**src/rtl/mc_timer_pkg.sv**
```systemverilog
package mc_timer_pkg;

    localparam int BYTE_W = 8;
    localparam int CNT_W  = 2 * BYTE_W;

    typedef enum logic [2:0] {
        ADR_CNT_LO = 3'd0,
        ADR_CNT_HI = 3'd1,
        ADR_RLD_LO = 3'd2,
        ADR_RLD_HI = 3'd3,
        ADR_CTL    = 3'd4
    } reg_addr_e;

    typedef enum logic {
        SRC_CYCLES = 1'b0,
        SRC_PIN    = 1'b1
    } cnt_src_e;

    typedef struct packed {
        logic       ovf;
        cnt_src_e   src;
        logic       run;
    } ctl_t;

    typedef struct packed {
        logic [BYTE_W-1:0] hi;
        logic [BYTE_W-1:0] lo;
    } cnt_t;

    function automatic logic [BYTE_W-1:0] ctl_to_byte(ctl_t c);
        logic [BYTE_W-1:0] b;
        b    = '0;
        b[0] = c.run;
        b[1] = c.src;
        b[2] = c.ovf;
        return b;
    endfunction

    function automatic cnt_t cnt_next(cnt_t c);
        return cnt_t'(c + 1'b1);
    endfunction

endpackage

```
**src/rtl/mc_phase_gen.sv**
```systemverilog
module mc_phase_gen #(
    parameter int CYC_LEN   = 12,
    parameter int SAMPLE_PH = 9
) (
    input  logic clk,
    input  logic rst,
    output logic cyc_start,
    output logic smp_stb
);
    localparam int PH_W = (CYC_LEN > 1) ? $clog2(CYC_LEN) : 1;
    localparam logic [PH_W-1:0] PH_LAST = PH_W'(CYC_LEN - 1);
    localparam logic [PH_W-1:0] PH_SMP  = PH_W'(SAMPLE_PH);

    logic [PH_W-1:0] phase_q;

    always_ff @(posedge clk) begin
        if (rst)
            phase_q <= '0;
        else if (phase_q == PH_LAST)
            phase_q <= '0;
        else
            phase_q <= phase_q + 1'b1;
    end

    assign cyc_start = (phase_q == '0);
    assign smp_stb   = (phase_q == PH_SMP);


    phase_wrap_chk: assert property (@(posedge clk) disable iff (rst)
        (phase_q == PH_LAST) |=> (phase_q == '0));


    single_sample_chk: assert property (@(posedge clk) disable iff (rst)
        smp_stb |=> !smp_stb);

endmodule

```
**src/rtl/mc_fall_sampler.sv**
```systemverilog
module mc_fall_sampler (
    input  logic clk,
    input  logic rst,
    input  logic smp_stb,
    input  logic pin,
    output logic fall_pend
);
    logic last_smp_q;
    logic pend_q;

    always_ff @(posedge clk) begin
        if (rst) begin
            last_smp_q <= 1'b0;
            pend_q     <= 1'b0;
        end else if (smp_stb) begin
            pend_q     <= last_smp_q & ~pin;
            last_smp_q <= pin;
        end
    end

    assign fall_pend = pend_q;


    pend_hold_chk: assert property (@(posedge clk) disable iff (rst)
        !smp_stb |=> $stable(fall_pend));

endmodule

```
**src/rtl/mc_count_core.sv**
```systemverilog
module mc_count_core
    import mc_timer_pkg::*;
(
    input  logic              clk,
    input  logic              rst,
    input  logic              step,
    input  logic              wr_lo,
    input  logic              wr_hi,
    input  logic [BYTE_W-1:0] wr_data,
    input  cnt_t              rld,
    output cnt_t              count,
    output logic              wrap
);
    localparam cnt_t CNT_MAX = '1;

    cnt_t cnt_q;
    logic any_wr;
    logic at_max;

    assign any_wr = wr_lo | wr_hi;
    assign at_max = (cnt_q == CNT_MAX);
    assign wrap   = step & at_max & ~any_wr;

    always_ff @(posedge clk) begin
        if (rst) begin
            cnt_q <= '0;
        end else if (any_wr) begin
            if (wr_lo) cnt_q.lo <= wr_data;
            if (wr_hi) cnt_q.hi <= wr_data;
        end else if (step) begin
            cnt_q <= at_max ? rld : cnt_next(cnt_q);
        end
    end

    assign count = cnt_q;


    reload_on_wrap_chk: assert property (@(posedge clk) disable iff (rst)
        (step && at_max && !any_wr) |=> (count == $past(rld)));


    lo_write_wins_chk: assert property (@(posedge clk) disable iff (rst)
        wr_lo |=> (count.lo == $past(wr_data)));


    hi_write_wins_chk: assert property (@(posedge clk) disable iff (rst)
        wr_hi |=> (count.hi == $past(wr_data)));


    idle_hold_chk: assert property (@(posedge clk) disable iff (rst)
        (!step && !any_wr) |=> $stable(count));

endmodule

```
**src/rtl/mc_timer.sv**
```systemverilog
module mc_timer
    import mc_timer_pkg::*;
#(
    parameter int CYC_LEN   = 12,
    parameter int SAMPLE_PH = 9
) (
    input  logic              clk,
    input  logic              rst,
    input  logic              ext_pin,
    input  logic              bus_wr,
    input  logic [2:0]        bus_addr,
    input  logic [BYTE_W-1:0] bus_wdata,
    output logic [BYTE_W-1:0] bus_rdata,
    output logic              ovf_flag
);
    ctl_t  ctl_q;
    cnt_t  rld_q;
    cnt_t  count;
    logic  cyc_start;
    logic  smp_stb;
    logic  fall_pend;
    logic  step;
    logic  wrap;
    logic  wr_lo;
    logic  wr_hi;
    logic  wr_ctl;
    reg_addr_e addr;

    assign addr   = reg_addr_e'(bus_addr);
    assign wr_lo  = bus_wr && (addr == ADR_CNT_LO);
    assign wr_hi  = bus_wr && (addr == ADR_CNT_HI);
    assign wr_ctl = bus_wr && (addr == ADR_CTL);

    mc_phase_gen #(
        .CYC_LEN   (CYC_LEN),
        .SAMPLE_PH (SAMPLE_PH)
    ) u_phase (
        .clk       (clk),
        .rst       (rst),
        .cyc_start (cyc_start),
        .smp_stb   (smp_stb)
    );

    mc_fall_sampler u_sampler (
        .clk       (clk),
        .rst       (rst),
        .smp_stb   (smp_stb),
        .pin       (ext_pin),
        .fall_pend (fall_pend)
    );

    always_comb begin
        step = 1'b0;
        if (ctl_q.run && cyc_start)
            step = (ctl_q.src == SRC_PIN) ? fall_pend : 1'b1;
    end

    mc_count_core u_core (
        .clk     (clk),
        .rst     (rst),
        .step    (step),
        .wr_lo   (wr_lo),
        .wr_hi   (wr_hi),
        .wr_data (bus_wdata),
        .rld     (rld_q),
        .count   (count),
        .wrap    (wrap)
    );

    always_ff @(posedge clk) begin
        if (rst) begin
            ctl_q <= '0;
            rld_q <= '0;
        end else begin
            if (bus_wr && addr == ADR_RLD_LO) rld_q.lo <= bus_wdata;
            if (bus_wr && addr == ADR_RLD_HI) rld_q.hi <= bus_wdata;
            if (wr_ctl) begin
                ctl_q.run <= bus_wdata[0];
                ctl_q.src <= cnt_src_e'(bus_wdata[1]);
            end
            ctl_q.ovf <= wrap | (wr_ctl ? bus_wdata[2] : ctl_q.ovf);
        end
    end

    always_comb begin
        case (addr)
            ADR_CNT_LO: bus_rdata = count.lo;
            ADR_CNT_HI: bus_rdata = count.hi;
            ADR_RLD_LO: bus_rdata = rld_q.lo;
            ADR_RLD_HI: bus_rdata = rld_q.hi;
            ADR_CTL:    bus_rdata = ctl_to_byte(ctl_q);
            default:    bus_rdata = '0;
        endcase
    end

    assign ovf_flag = ctl_q.ovf;


    ovf_sticky_chk: assert property (@(posedge clk) disable iff (rst)
        (ovf_flag && !wr_ctl) |=> ovf_flag);


    wrap_sets_flag_chk: assert property (@(posedge clk) disable iff (rst)
        wrap |=> ovf_flag);


    run_gate_chk: assert property (@(posedge clk) disable iff (rst)
        (!ctl_q.run && !wr_lo && !wr_hi) |=> $stable(count));

endmodule

```
**config.mk**
```make
export PLATFORM = sky130hd
export DESIGN_NAME = mc_timer
export DESIGN_NICKNAME = d
export VERILOG_FILES = /design/src/rtl/mc_timer_pkg.sv /design/src/rtl/mc_phase_gen.sv /design/src/rtl/mc_fall_sampler.sv /design/src/rtl/mc_count_core.sv /design/src/rtl/mc_timer.sv
export SDC_FILE = /design/constraint.sdc
export NUM_CORES = 1
export LEC_CHECK = 0
export BUFFER_PORTS_ARGS = -buffer_cell sky130_fd_sc_hd__clkbuf_2
export CORE_MARGIN = 2
export CORE_UTILIZATION = 54
export CTS_CLUSTER_DIAMETER = 50
export CTS_CLUSTER_SIZE = 10
export DETAILED_ROUTE_END_ITERATION = 8
export MAX_ROUTING_LAYER = met4
export PLACE_DENSITY = 0.78
export REMOVE_ABC_BUFFERS = 1
export SLEW_MARGIN = 10
export SYNTH_ARGS = -nofsm -noshare
export SYNTH_HDL_FRONTEND = slang
export SYNTH_SLANG_ARGS = --single-unit
```
**constraint.sdc**
```tcl
create_clock -name clk -period 1.6 [get_ports clk]
set_input_delay 0.16 -clock clk [delete_from_list [all_inputs] [get_ports clk]]
set_output_delay 0.16 -clock clk [all_outputs]
set_load 0.01 [all_outputs]
```
==> metrics.md, run 1 <==
| Metric | Value |
|---|---|
| Vias | ~3000 |
| Critical path origin | u_core.count[10]$_SDFFE_PP0P_ |
| Die W | roughly 74 um |
| Commonest cells in the netlist | dfxtp_1, nand2_1, nor2_1, a21oi_1, mux2i_1 |
| Total Routing Usage GR | 34.54% |
| Final nets | between 400 and 500 |
| Ys flop type | dfxtp_1 |
| Finish-stage setup viols | 12 |
| DR WL/cell | 20.24 um |
| Net switching power | ~0.66 mW |
| Ant diodes | 0 |
| Max-cap violations | 0 |
| Post-synth top area share | a little under a third |
| Vias in the first global route | about 2700 |
| H-Tree Level Count | 2 |
| WL final | roughly 9200 um |
| IO Port Bufs | 23 |
| Final ANT Viol Nets | 0 |
| Num ports | 24 |
| Net Sw Frac | between 20% and 30% |
| Int Pwr | between 1.5 and 2 mW |
| CP Launch Type | flip-flop |
| Post-Synth Adder-Cell Area | 1.901% |
| Post-Synth Simple-Gate Area | between 20% and 30% |
| Die Height | 73.82 um |
| Maximum vdd ir drop | roughly 0.46 mV |
| Syn Std Cell Area | roughly 2600 um2 |
| Critical path data required time | 1.44 ns |
| Hold Crit Class | primary input to flip-flop |
| Core Region | around 4700 um2 |
| DRC viols | 0 |
| Fraction of layout cells with a size suffix above 1 | between 40% and 50% |
| First-pass GRT wire length | approximately 14000 um |
| Via/cell ratio | 6.520 |
| Slew margin rel. | between 60% and 70% |
| CTS tree | done |
| Most numerous cell in the Yosys netlist | dfxtp_1 |
| Root buf cell | clkbuf_8 |
| FF+latch count, synth | slightly above 40 |
| Ranking of synthesized cells by area | dfxtp_1, mux2i_1, nand2_1 |
| Die Area | 5449 um2 |
| Status | complete, but fails checks |
| Syn Inst Count | 307 |
| Clock buffer count from CTS | 5 |
| Logic pwr share | 16.3% |
| Max frequency | 0.5841 GHz |
| Total Power | around 2.5 mW |
| Final WS setup | -0.1119 ns |
| Clock transition at path regs | roughly 0.090 ns |
| Ys async rst share | 0% |
| Initial cell density of the core | a little under three fifths |
| Util after Layout | ~76% |
| CP Capture Type | primary output |
| Largest net degree at the start of global routing | 18 |
| Reg2Reg Launch Point | u_core.count[10]$_SDFFE_PP0P_ |
| Unrepaired setup endpoints after global routing | yes |
| Crit share post-route | 107.0% |
| Clock share of power | between 40 and 50% |
| Lkg Pwr | between 1 and 1.5 nW |
| Slew Viols, Final | 0 |
| Netlist cell types | 60 |
| Pwr Density | around 700 nW/um2 |
| YS warnings | 0 |
| Setup Skew | around 0.012 ns |
| Row cnt | 25 |
| CP arrival | roughly 1.6 ns |
| GPL Wtd Cong | around 1.0 |
| XOR/XNOR Fraction of Synth Area | roughly 1.3% |
| Initial antenna violation count | 0 |
| Worst-Skew Late Latency | about 0.30 ns |
| Final Hold Viols | 0 |
| DP Wirelength | around 6300 um |
| Main combinational cell family by area after synthesis | simple AND/OR/NAND/NOR gates |
| Area delta synth->final | 37.17% |
| Synth Area in Compound Gates | 17.59% |
| Slew @ Worst Pin | roughly 0.46 ns |
| CTS Buffer Depth | 2 |
| Avg Synthesized Cell Area | around 8.6 um2 |
| Sequential area share after synthesis | a little under a third |
| Failing checks | setup timing |
| Post-synth EDFFs | 0 |
| Post-synth top area cell | dfxtp_1 |
| Total grt overflow | 0 |
| Hold path startpoint | ext_pin |
| Minimum clock period | 1.712 ns |
| DRT Pass-1 Iters | 5 |
| CP max FO | 2 |
| Clock Sinks | 41 |
| Worst Setup Path Type | flip-flop to primary output |
| Flop pwr share | between 40% and 50% |
| First DRT Iteration DRCs | roughly 540 |
| Mux share of post-synthesis cell area | between 10% and 20% |
## logic make-up (layout without fill, tap and decap cells)
group	after synthesis	in the layout
AO/OA/AOI/OAI	71	71
XOR/XNOR	4	4
adder cells (fa/ha/maj)	4	4
buffers and inverters	29	109
flip-flops	41	41
multiplexers	30	30
AND/OR/NAND/NOR	128	128
## sequential cells by signal (all words and copies together), names as in the netlist
name and flops:
rld_q 16, u_core.count 16, u_phase.phase_q 4, ctl_q 2, ovf_flag 1, u_sampler.fall_pend 1
u_sampler.last_smp_q 1
## per-stage QoR
step                      hold slack (ns)  worst slack (ns)  setup TNS (ns)  std cells  instance area, um2
after floorplan                    0.2246           -0.1648         -0.9433        284                2472
after global placement             0.4090           -0.1576         -0.9049        434                3122
after detailed placement           0.4219           -0.2073          -2.194        434                3122
after CTS                          0.1112           -0.1227         -0.3128        453                3471
after global routing               0.1143           -0.2102          -1.725        454                3611
final                              0.1089           -0.1119         -0.4778        454                3611
## final cells by class
class / instances / area (um2)
clock inverters: 3 / 65.06
inverters: 6 / 22.52
clock buffers: 5 / 68.82
multi-input cells: 237 / 1819
flip-flops and latches: 41 / 852.1
fillers: 326 / 1112
repair buffers: 95 / 699.4
well taps: 67 / 83.83
## per-layer routing
metal | up-vias | share of wire [%] | global-route usage, %
met2 | 202 | 46 | 52.98
met4 | 0 | 3.2 | 11.72
met5 | - | 0 | -
met1 | 1427 | 41 | 45.44
li1 | 1295 | - | -
met3 | 36 | 9.2 | 6.859
## power by group through the flow
stage / Combinational [mW] / Clock [mW] / Sequential, mW
2_1_floorplan: 0.145 / 0 / 1.12
3_3_place_gp: 0.338 / 0 / 1.11
3_5_place_dp: 0.345 / 0 / 1.12
4_1_cts: 0.375 / 1.01 / 1.09
5_1_grt: 0.439 / 1.05 / 1.10
6_report: 0.412 / 1.02 / 1.10
## critical path, stage by stage (launching register included)
cell and delay [ns]:
dfxtp_2 0.34, buf_6 0.12, mux4_2 0.46, a32o_1 0.21
clkbuf_2 0.12
## worst paths after layout
kind	end	slack, ns	cells after the start
min	u_sampler.last_smp_q$_SDFFE_PP0N_	0.11	3
max	bus_rdata[2]	-0.11	4
min reg2reg	rld_q[11]$_SDFFE_PP0P_	0.49	2
max reg2reg	u_core.count[3]$_SDFFE_PP0P_	-0.09	7
## cells in the final DEF (no fill, tap or decap), drive strengths merged, types with 5 or more instances in the layout
master  instances
buf            75
dfxtp          41
nand2          34
nor2           28
clkbuf         25
a21oi          23
mux2i          20
nand3          13
o21ai          13
and3           10
nand4           8
and2            8
nor3            8
mux4            6
o221ai          6
a31oi           6
inv             6
a211oi          5
## what timing repair did
| item | in CTS | in global routing |
|---|---|---|
| resized for setup | 43 | 41 |
| buffers inserted | 15 | 2 |
| pin swaps | 19 | 11 |
| hold buffers | 0 | 0 |
| setup endpoints to repair | 22 | 23 |
Note: power is estimated with default switching activity, not from simulation.
==> run 2: changes to the inputs <==
--- a/config.mk
+++ b/config.mk
@@ -7,12 +7,13 @@
 export LEC_CHECK = 0
 export BUFFER_PORTS_ARGS = -buffer_cell sky130_fd_sc_hd__clkbuf_2
 export CORE_MARGIN = 2
-export CORE_UTILIZATION = 54
+export CORE_UTILIZATION = 42
 export CTS_CLUSTER_DIAMETER = 50
 export CTS_CLUSTER_SIZE = 10
 export DETAILED_ROUTE_END_ITERATION = 8
+export GPL_TIMING_DRIVEN = 0
 export MAX_ROUTING_LAYER = met4
-export PLACE_DENSITY = 0.78
+export PLACE_DENSITY = 0.64
 export REMOVE_ABC_BUFFERS = 1
 export SLEW_MARGIN = 10
 export SYNTH_ARGS = -nofsm -noshare
==> run 2 against run 1 <==
The flow still finishes with violations (setup timing). Clock skew is 0.0081 ns lower. Combinational power down 17%. Global-route usage fell by 12 points. Maximum frequency down 1.3%. Hold slack improved by 0.0092 ns. Final cell count shrank 9.0%. Sequential share of layout area is 2.8 points higher. Wire length shrank 15%. Non-clock buffer count shrank 49. Setup slack worse by 0.023 ns. Core utilization shrank 23 points. Critical path type is now flip-flop to flip-flop. Largest cell class unchanged. Largest power group unchanged.
==> metrics.md, run 2 (synthesis gave the netlist of run 1 again) <==
| Metric | Value |
|---|---|
| Status | complete, but fails checks |
| Failing checks | setup timing |
| Die Height | 83.17 um (+13%) |
| First-pass GRT wire length | 12390 um (-10%) |
| Root buf cell | clkbuf_8 |
| Unrepaired setup endpoints after global routing | yes |
| Row cnt | 28 (+12%) |
| Hold Crit Class | primary input to flip-flop |
| Critical path data required time | 1.80 ns (+0.36 ns) |
| DR WL/cell | 18.85 um (-6.9%) |
| Maximum vdd ir drop | 0.4153 mV (-9.6%) |
| Total grt overflow | 0 (unchanged) |
| Die Area | 6917 um2 (+27%) |
| Register-to-register setup slack | -0.13 ns (-0.04 ns) |
| Leading cell type in the layout, fill and taps excluded | nand2_1 |
| Final nets | 356 (-12%) |
| CP Cell Sequence | nand4_2, nor4_4, buf_4, nand2_4, a211o_1, a211oi_2 |
| CP max FO | 7 (+5) |
| DRC viols | 0 (unchanged) |
| Clock Sinks | 41 (unchanged) |
| Max-cap violations | 0 (unchanged) |
| Clock transition at path regs | 0.08 ns (about the same) |
| Final ANT Viol Nets | 0 (unchanged) |
| CP Launch Type | flip-flop |
| Worst-Skew Late Latency | 0.29 ns (about the same) |
| Setup Skew | 0.003619 ns (-0.008078 ns) |
| Critical path origin | u_core.count[3]$_SDFFE_PP0P_ |
| CTS Buffer Depth | 2 (unchanged) |
| Fraction of layout cells with a size suffix above 1 | 35.21% (-8.2 points) |
| CP max stage delay | 0.41 ns (-0.05 ns) |
| Finish-stage setup viols | 14 (+2) |
| Reg2Reg Launch Point | u_core.count[3]$_SDFFE_PP0P_ |
| Initial antenna violation count | 0 (unchanged) |
| DP Wirelength | 4982 um (-21%) |
| Final cell count without fillers | 413 (-9.0%) |
| Critical Path End | u_core.count[3]$_SDFFE_PP0P_ |
| Num ports | 24 (unchanged) |
| Vias | 2581 (-13%) |
| Setup_tns | -1.018 ns (-0.5403 ns) |
| Cell count of the worst reg-to-reg path | 6 (-1) |
| Final WS setup | -0.1347 ns (-0.02274 ns) |
| Die W | 83.17 um (+13%) |
| Slew Viols, Final | 0 (unchanged) |
| Via/cell ratio | 6.249 (-4.1%) |
| First DRT Iteration DRCs | 259 (-52%) |
| H-Tree Level Count | 2 (unchanged) |
| CTS tree | done |
| Clock buffer count from CTS | 5 (unchanged) |
| CP Capture Type | flip-flop |
| Largest net degree at the start of global routing | 39 (+21) |
| WL final | 7784 um (-15%) |
| DRT Pass-1 Iters | 5 (unchanged) |
| Hold depth | 3 (unchanged) |
| Slowest stage cell, crit path | dfxtp_2 |
| Post-Place Cells | 382 (-12%) |
| Ant diodes | 0 (unchanged) |
| GPL Wtd Cong | 0.9369 (-9.1%) |
| Crit share post-route | 108.4% (+1.4 points) |
| Minimum clock period | 1.735 ns (+0.02274 ns) |
| Initial cell density of the core | 43.94% (-12 points) |
| Util after Layout | 53.82% (-23 points) |
| IO Port Bufs | 23 (unchanged) |
| Reg-to-reg endpoint | u_core.count[3]$_SDFFE_PP0P_ |
| CP arrival | 1.93 ns (+0.38 ns) |
| Worst Setup Path Type | flip-flop to flip-flop |
| Slew @ Worst Pin | 0.9337 ns (+0.4714 ns) |
| Final Hold Viols | 0 (unchanged) |
| Total Routing Usage GR | 22.74% (-12 points) |
| Vias in the first global route | 2416 (-11%) |
| Slew margin rel. | 37.75% (-31 points) |
| Max frequency | 0.5765 GHz (-1.3%) |
| Lkg Pwr | 1.221 nW (-17%) |
| Commonest non-fill, non-tap cells in the layout | nand2_1, nor2_1, dfxtp_1 |
| Core Region | 5991 um2 (+27%) |
| Pwr Density | 683.1 nW/um2 (-2.4%) |
| Area delta synth->final | 22.48% |
run 2: cell types whose count changed in the layout (fill, tap and decap cells not counted), moves of 3 or more:
| cell | before | now |
|---|---|---|
| buf_4 | 62 | 20 |
| buf_6 | 11 | 3 |
| o221ai_1 | 6 | 1 |
| and2_1 | 4 | 7 |
| and2_4 | 4 | 1 |
| dfxtp_2 | 10 | 13 |
| o21ai_0 | 9 | 12 |
| o221ai_2 | 0 | 3 |
run 2: layer usage:
metal / share of wire, % / vias up / track usage [%]
li1: - / 1200 / -
met1: 42 / 1230 / 30.36
met2: 47 / 133 / 34.31
met3: 8.4 / 18 / 5.268
met4: 1.8 / 0 / 7.004
met5: 0 / - / -
run 2: area by class of cell:
type | instances | area [um2]
clock buffers | 7 | 96.34
well taps | 75 | 93.84
clock inverters | 1 | 5.005
fillers | 531 | 2766
inverters | 6 | 22.52
multi-input cells | 237 | 1838
flip-flops and latches | 41 | 852.1
repair buffers | 46 | 316.6
run 2: how the worst min path moves through the flow:
stage,startpoint,to,slack (ns)
after detailed placement,ext_pin,u_sampler.last_smp_q$_SDFFE_PP0N_,0.43
after CTS,ext_pin,u_sampler.last_smp_q$_SDFFE_PP0N_,0.12
final,ext_pin,u_sampler.last_smp_q$_SDFFE_PP0N_,0.12
after floorplan,rst,u_core.count[3]$_SDFFE_PP0P_,0.22
after global routing,bus_wdata[4],rld_q[12]$_SDFFE_PP0P_,0.14
after global placement,ext_pin,u_sampler.last_smp_q$_SDFFE_PP0N_,0.41
run 2: critical path: cells and delay by family (launching register included):
| kind | cells | cell delay [ns] |
|---|---|---|
| AND/OR/NAND/NOR | 3 | 0.61 |
| AO/OA/AOI/OAI | 2 | 0.45 |
| flip-flops | 1 | 0.41 |
| buffers and inverters | 1 | 0.18 |
run 2: metrics by stage:
step / hold slack (ns) / area, um2 / worst slack (ns) / total power [mW]
global placement: 0.4148 / 2681 / -0.7952 / 1.380
floorplan: 0.2246 / 2472 / -0.1648 / 1.264
CTS: 0.1168 / 3028 / -0.07818 / 2.172
detailed placement: 0.4338 / 2681 / -0.7671 / 1.383
global route: 0.1385 / 3224 / -0.2385 / 2.298
finish: 0.1182 / 3224 / -0.1347 / 2.203
run 2: timing repair:
item,in CTS,in global routing
hold buffers,0,0
endpoints found under the setup margin,22,23
pin swaps,13,13
gates resized for setup,43,26
setup buffers,14,9
run 2: report_power, final:
part	switching, mW	internal, mW	total [mW]	leakage [nW]
combinational	0.185	0.158	0.343	0.825
sequential	0.0531	1.06	1.11	0.341
clock	0.357	0.390	0.747	0.0542
